### src/rtl/sru_pkg.sv
package sru_pkg;

  typedef enum logic [2:0] {
    SR_SHL   = 3'd0,
    SR_SHR   = 3'd1,
    SR_ASR   = 3'd2,
    SR_BSWAP = 3'd3,
    SR_SHLC  = 3'd4,
    SR_ASRC  = 3'd5,
    SR_ROL   = 3'd6,
    SR_ROR   = 3'd7
  } sr_op_e;

  typedef struct packed {
    logic c;
    logic o;
  } sr_cv_t;

  function automatic logic sr_moves_left(sr_op_e op);
    return (op == SR_SHLC) || (op == SR_ROL);
  endfunction

  function automatic logic sr_moves_right(sr_op_e op);
    return (op == SR_ASRC) || (op == SR_ROR);
  endfunction

endpackage

### src/rtl/sru_shift_core.sv
module sru_shift_core
  import sru_pkg::*;
#(
  parameter int unsigned W = 16
) (
  input  sr_op_e         op,
  input  logic           two,
  input  logic [W-1:0]   a,
  input  sr_cv_t         cv_in,
  output logic [W-1:0]   res
);
  localparam int unsigned H = W / 2;

  logic [W-1:0] swap_one;
  logic [W-1:0] swap_two;

  // Byte exchange lanes: one lane per bit of the low half.
  for (genvar i = 0; i < H; i++) begin : g_lane
    assign swap_one[i]     = a[i + H];
    assign swap_one[i + H] = a[i];
    assign swap_two[i]     = a[i];
    assign swap_two[i + H] = a[i];
  end

  always_comb begin
    res = a;
    unique case (op)
      SR_SHL, SR_SHLC:
        res = two ? {a[W-3:0], 2'b00} : {a[W-2:0], 1'b0};
      SR_SHR:
        res = two ? {2'b00, a[W-1:2]} : {1'b0, a[W-1:1]};
      SR_ASR, SR_ASRC:
        res = two ? {{2{a[W-1]}}, a[W-1:2]} : {a[W-1], a[W-1:1]};
      SR_BSWAP:
        res = two ? swap_two : swap_one;
      SR_ROL:
        res = two ? {a[W-3:0], cv_in.c, cv_in.o} : {a[W-2:0], cv_in.c};
      SR_ROR:
        res = two ? {cv_in.o, cv_in.c, a[W-1:2]} : {cv_in.c, a[W-1:1]};
      default: res = a;
    endcase
  end

endmodule

### src/rtl/sru_flag_unit.sv
module sru_flag_unit
  import sru_pkg::*;
#(
  parameter int unsigned W = 16
) (
  input  sr_op_e         op,
  input  logic           two,
  input  logic [W-1:0]   a,
  input  logic [W-1:0]   res,
  input  sr_cv_t         cv_in,
  output sr_cv_t         cv_out,
  output logic           sign,
  output logic           zero
);

  always_comb begin
    cv_out = cv_in;
    if (sr_moves_left(op)) begin
      cv_out.c = a[W-1];
      if (two) cv_out.o = a[W-2];
    end else if (sr_moves_right(op)) begin
      cv_out.c = a[0];
      if (two) cv_out.o = a[1];
    end
  end

  assign sign = res[W-1];
  assign zero = ~|res;

endmodule

### src/rtl/sru_reg_guard.sv
module sru_reg_guard #(
  parameter int unsigned IDX_W     = 3,
  parameter int unsigned NUM_LEGAL = 4
) (
  input  logic [IDX_W-1:0] idx,
  output logic             illegal
);
  localparam logic [IDX_W:0] LIMIT = (IDX_W+1)'(NUM_LEGAL);

  assign illegal = ({1'b0, idx} >= LIMIT);

endmodule

### src/rtl/sru_top.sv
module sru_top
  import sru_pkg::*;
#(
  parameter int unsigned W         = 16,
  parameter int unsigned IDX_W     = 3,
  parameter int unsigned NUM_LEGAL = 4
) (
  input  logic             clk,
  input  logic             rst_n,
  input  logic             issue_i,
  input  logic [2:0]       op_i,
  input  logic             amt_two_i,
  input  logic [W-1:0]     operand_i,
  input  logic             c_i,
  input  logic             o_i,
  input  logic [IDX_W-1:0] reg_idx_i,
  output logic [W-1:0]     result_o,
  output logic             c_o,
  output logic             o_o,
  output logic             s_o,
  output logic             z_o,
  output logic             illegal_o,
  output logic             no_irq_o
);

  sr_op_e       op;
  sr_cv_t       cv_in;
  sr_cv_t       cv_nxt;
  logic [W-1:0] res_nxt;
  logic         sign_nxt;
  logic         zero_nxt;
  logic         ill_nxt;

  assign op    = sr_op_e'(op_i);
  assign cv_in = '{c: c_i, o: o_i};

  sru_shift_core #(.W(W)) u_core (
    .op    (op),
    .two   (amt_two_i),
    .a     (operand_i),
    .cv_in (cv_in),
    .res   (res_nxt)
  );

  sru_flag_unit #(.W(W)) u_flags (
    .op     (op),
    .two    (amt_two_i),
    .a      (operand_i),
    .res    (res_nxt),
    .cv_in  (cv_in),
    .cv_out (cv_nxt),
    .sign   (sign_nxt),
    .zero   (zero_nxt)
  );

  sru_reg_guard #(.IDX_W(IDX_W), .NUM_LEGAL(NUM_LEGAL)) u_guard (
    .idx     (reg_idx_i),
    .illegal (ill_nxt)
  );

  // Output stage: data loaded under the issue enable; marker every cycle.
  always_ff @(posedge clk or negedge rst_n) begin
    if (!rst_n) begin
      result_o  <= '0;
      c_o       <= 1'b0;
      o_o       <= 1'b0;
      s_o       <= 1'b0;
      z_o       <= 1'b0;
      illegal_o <= 1'b0;
    end else if (issue_i) begin
      result_o  <= res_nxt;
      c_o       <= cv_nxt.c;
      o_o       <= cv_nxt.o;
      s_o       <= sign_nxt;
      z_o       <= zero_nxt;
      illegal_o <= ill_nxt;
    end
  end

  always_ff @(posedge clk or negedge rst_n) begin
    if (!rst_n) no_irq_o <= 1'b0;
    else        no_irq_o <= issue_i;
  end

endmodule

### config.mk
export PLATFORM = sky130hd
export DESIGN_NAME = sru_top
export DESIGN_NICKNAME = d
export VERILOG_FILES = /design/src/rtl/sru_pkg.sv /design/src/rtl/sru_shift_core.sv /design/src/rtl/sru_flag_unit.sv /design/src/rtl/sru_reg_guard.sv /design/src/rtl/sru_top.sv
export SDC_FILE = /design/constraint.sdc
export NUM_CORES = 1
export LEC_CHECK = 0
export BUFFER_PORTS_ARGS = -buffer_cell sky130_fd_sc_hd__buf_4
export CORE_MARGIN = 8
export CORE_UTILIZATION = 55
export CTS_CLUSTER_DIAMETER = 100
export DETAILED_ROUTE_END_ITERATION = 12
export PLACE_DENSITY_LB_ADDON = 0.1
export SLEW_MARGIN = 20
export SYNTH_ARGS = -nofsm -noshare
export SYNTH_HDL_FRONTEND = slang
export SYNTH_SLANG_ARGS = --single-unit
### constraint.sdc
create_clock -name clk -period 2 [get_ports clk]
set_clock_uncertainty 0.05 [all_clocks]
set_input_delay 0.1 -clock clk [delete_from_list [all_inputs] [get_ports clk]]
set_output_delay 0.1 -clock clk [all_outputs]
set_load 0.03 [all_outputs]
==> impl_results.md <==
- Lkg Pwr: 1.012 nW
- Seq/Total Area, Yosys: 0.3292
- Compound-Gate Fraction of Synth Area: 0.2406
- Number of global-route vias before repair: 1723
- Clk pin slew, worst setup/hold paths: 120 ps
- Largest family of logic cells by synthesized area: simple AND/OR/NAND/NOR gates
- Starting Density: 0.5789
- Total wire length: 4.865 mm
- Initial antenna violation count: 0
- Post-synth top cells: nand2_1 (43), a21oi_1 (27), nor2_1 (22)
- Setup repair bufs after CTS: 0
- CTS resizes: 0
- Nets: just under 300
- Clk pwr share: 0.161
- Root Buffer: clkbuf_4
- Peak Freq: roughly 560 MHz
- CTS Sinks: 21
- Post-synthesis mux area share: 0.08621
- Clock Path Buffers: 2
- DRT iter0 DRCs: about 210
- Setup WS pre-CTS: -62.76 ps
- Die Ht: around 70 um
- CP arrival: between 1500 and 2000 ps
- Most common cell in the netlist: nand2_1
- I/O pin cnt: 50
- Int Power: 0.7867 mW
- Power density cells: 607.4 nW/um^2
- Main synth FF type: dfrtp_1
- Fin. max-slew vios: 0
- Max_cap viols: 0
- TritonCTS clock tree: done
- CP endpoint kind: register
- Post-synthesis async set-or-reset flop share: 1.000
- Crit-path max cell delay: 460 ps
- Yosys reg bits: 21
- Detail-routed via count per cell: 6.045
- Hold crit path type: in -> reg
- Row cnt: 19
- Htree depth: 1
- DRC Markers: 0
- Total Power: 1.277 mW
- Synth Cell Area: 1597 um^2
- Yosys warnings: 0
- Relative slew slack: 0.6434
- Share of cells above drive strength 1: 0.2912
- Syn_area_per_cell: ~7.8 um^2
- P&R area growth vs syn: 31.74%
- Post-Syn Instances: between 200 and 250
- Tot GR Track Use: 0.1957
- Setup ws final: 227.8 ps
- Final GP Congestion: 0.9888
- Die area: 4883 um^2
- CP Cell Sequence: buf_4 > and2b_1 > buf_4 > xnor2_4 > a222oi_1 > nand4_1 > or3_1 > o32ai_2
- Xor/xnor share of the synthesized area: 0.01724
- Count of different cell masters after synthesis: 40
- Worst Tran Pin Value: 534.8 ps
- Slowest cell on crit path: a222oi_1
- Peak supply drop: 0.0008605 V
- Post-synth top area cell: dfrtp_1
- Worst EP required: 2180 ps
- Sw Share: 0.3841
- CP max FO: 6
- Final worst-path cycle share: 0.8861
- Fin. Hold Viols: 0
- Sequential Power Share: 0.394
- Core Area: 2758 um^2
- Setup Crit Path Kind: in -> reg
- Synth Area in Adders: 0
- Synth top area cells: dfrtp_1 (33%), nand2_1 (10%), a21oi_1 (8.5%), nor2_1 (5.2%), nand2b_1 (5.1%)
- Clk_lat worst skew: 310 ps
- TritonRoute pass-1 iters: 5
- Outcome: complete, no violations
- Simple-gate share of the synthesized area: 0.2649
- Chip Width: 69.88 um
- CP Launch Type: input port
- ANT nets after route: 0
- Switching Power: 0.4907 mW
- GR Overflow Total: 0
- Yosys top cell area share: 0.3292
- Vias: between 1500 and 2000
- I/O Buffers: 47
- Clock buffer count from CTS: 3
- Post-Syn Nets: 233
- Final setup viols: 0
- Largest net degree at the start of global routing: 39
- Crit-path most repeated cell: buf_4
- Drt wl/cell: between 15 and 20 um
- DP Wirelength: 3.883 mm
- # diodes: 0
- First-pass GRT wire length: approximately 8 mm
- Post-layout minimum cycle time: roughly 1800 ps
- EDFF count, synth: 0
- RSZ-0062 raised after global routing: no
- Min Hold Slack: 34.81 ps
- Combinational share of power: 0.445
logic make-up after synthesis:
family | Yosys count
AOI/OAI and AO/OA | 58
xor gates and xnor gates | 1
buffers and inverters | 20
DFF | 21
muxes | 12
and+or+nand+nor | 93
per-layer routing:
metal,share of wire,up-vias,track usage
met5,0,-,0
met1,0.39,820,0.2377
met3,0.11,10,0.07203
li1,-,845,-
met4,0.019,0,0.06920
met2,0.48,90,0.3096
metrics by stage:
step	area, um^2	utilization	std cells	TNS [ps]
6_report	2103	0.7627	292	0
5_1_grt	2103	0.7627	292	0
4_1_cts	2103	0.7627	292	0
3_5_place_dp	2056	0.7455	286	-62.76
3_3_place_gp	2056	0.7455	286	0
2_1_floorplan	1597	-	205	0
path summary, 6_finish.rpt:
path | startpoint | slack [ps] | cells past startpoint | endpoint
min | issue_i | 30 | 1 | no_irq_o$_DFF_PN0_
min reg2reg | c_o$_DFFE_PN0P_ | 480 | 1 | c_o$_DFFE_PN0P_
max | op_i[1] | 230 | 8 | z_o$_DFFE_PN0P_
max reg2reg | o_o$_DFFE_PN0P_ | 1180 | 1 | o_o$_DFFE_PN0P_
min in group asynchronous | rst_n | 150 | 2 | result_o[10]$_DFFE_PN0P_
max in group asynchronous | rst_n | 1540 | 2 | result_o[1]$_DFFE_PN0P_
sequential cells by signal (all words and copies together) (netlist names):
register   cells
illegal_o      1
c_o            1
o_o            1
no_irq_o       1
z_o            1
result_o      16
cell type report:
class,instances,area [um^2]
inverter,5,18.77
tap,31,38.79
sequential,21,525.5
multi-input combinational,164,972.2
clock buffer,3,22.52
timing repair buffer,67,520.5
fill,214,654.4
clock inverter,1,5.005
power by group through the flow:
stage	combinational, mW	clock (mW)	sequential, mW
2_1_floorplan	0.222	0	0.612
3_3_place_gp	0.553	0	0.508
3_5_place_dp	0.563	0	0.511
4_1_cts	0.567	0.214	0.503
5_1_grt	0.612	0.227	0.510
6_report	0.569	0.206	0.503
what timing repair did:
item | 4_1_cts | 5_1_grt
setup endpoints to repair | 0 | 0
hold endpoints to repair | 22 | 0
hold buffers | 2 | 0
cell usage in the layout (no fill, tap or decap), types with 2 or more instances in the layout:
cell type,Yosys,final
mux2i_1,7,7
nand2b_1,13,13
nand2_1,43,43
o21ai_0,3,3
a22oi_1,2,2
a222oi_1,6,6
clkbuf_4,0,3
a211oi_1,2,2
inv_1,4,4
buf_4,1,64
a311oi_1,3,3
nand3_1,3,3
o22ai_1,3,3
dlygate4sd3_1,0,2
mux2_2,3,3
dfrtp_1,21,21
a21oi_1,27,27
nor2b_1,2,2
a21boi_0,2,2
nor2_1,22,22
a31oi_1,4,4
nand4_1,4,4
worst max-delay path, delay by kind of cell:
| family | cells | cell delay (ps) |
|---|---|---|
| compound gates | 2 | 720 |
| simple gates | 3 | 710 |
| buf+inv | 2 | 270 |
| xor+xnor | 1 | 140 |
No activity file was read; power rests on OpenSTA's default activity.
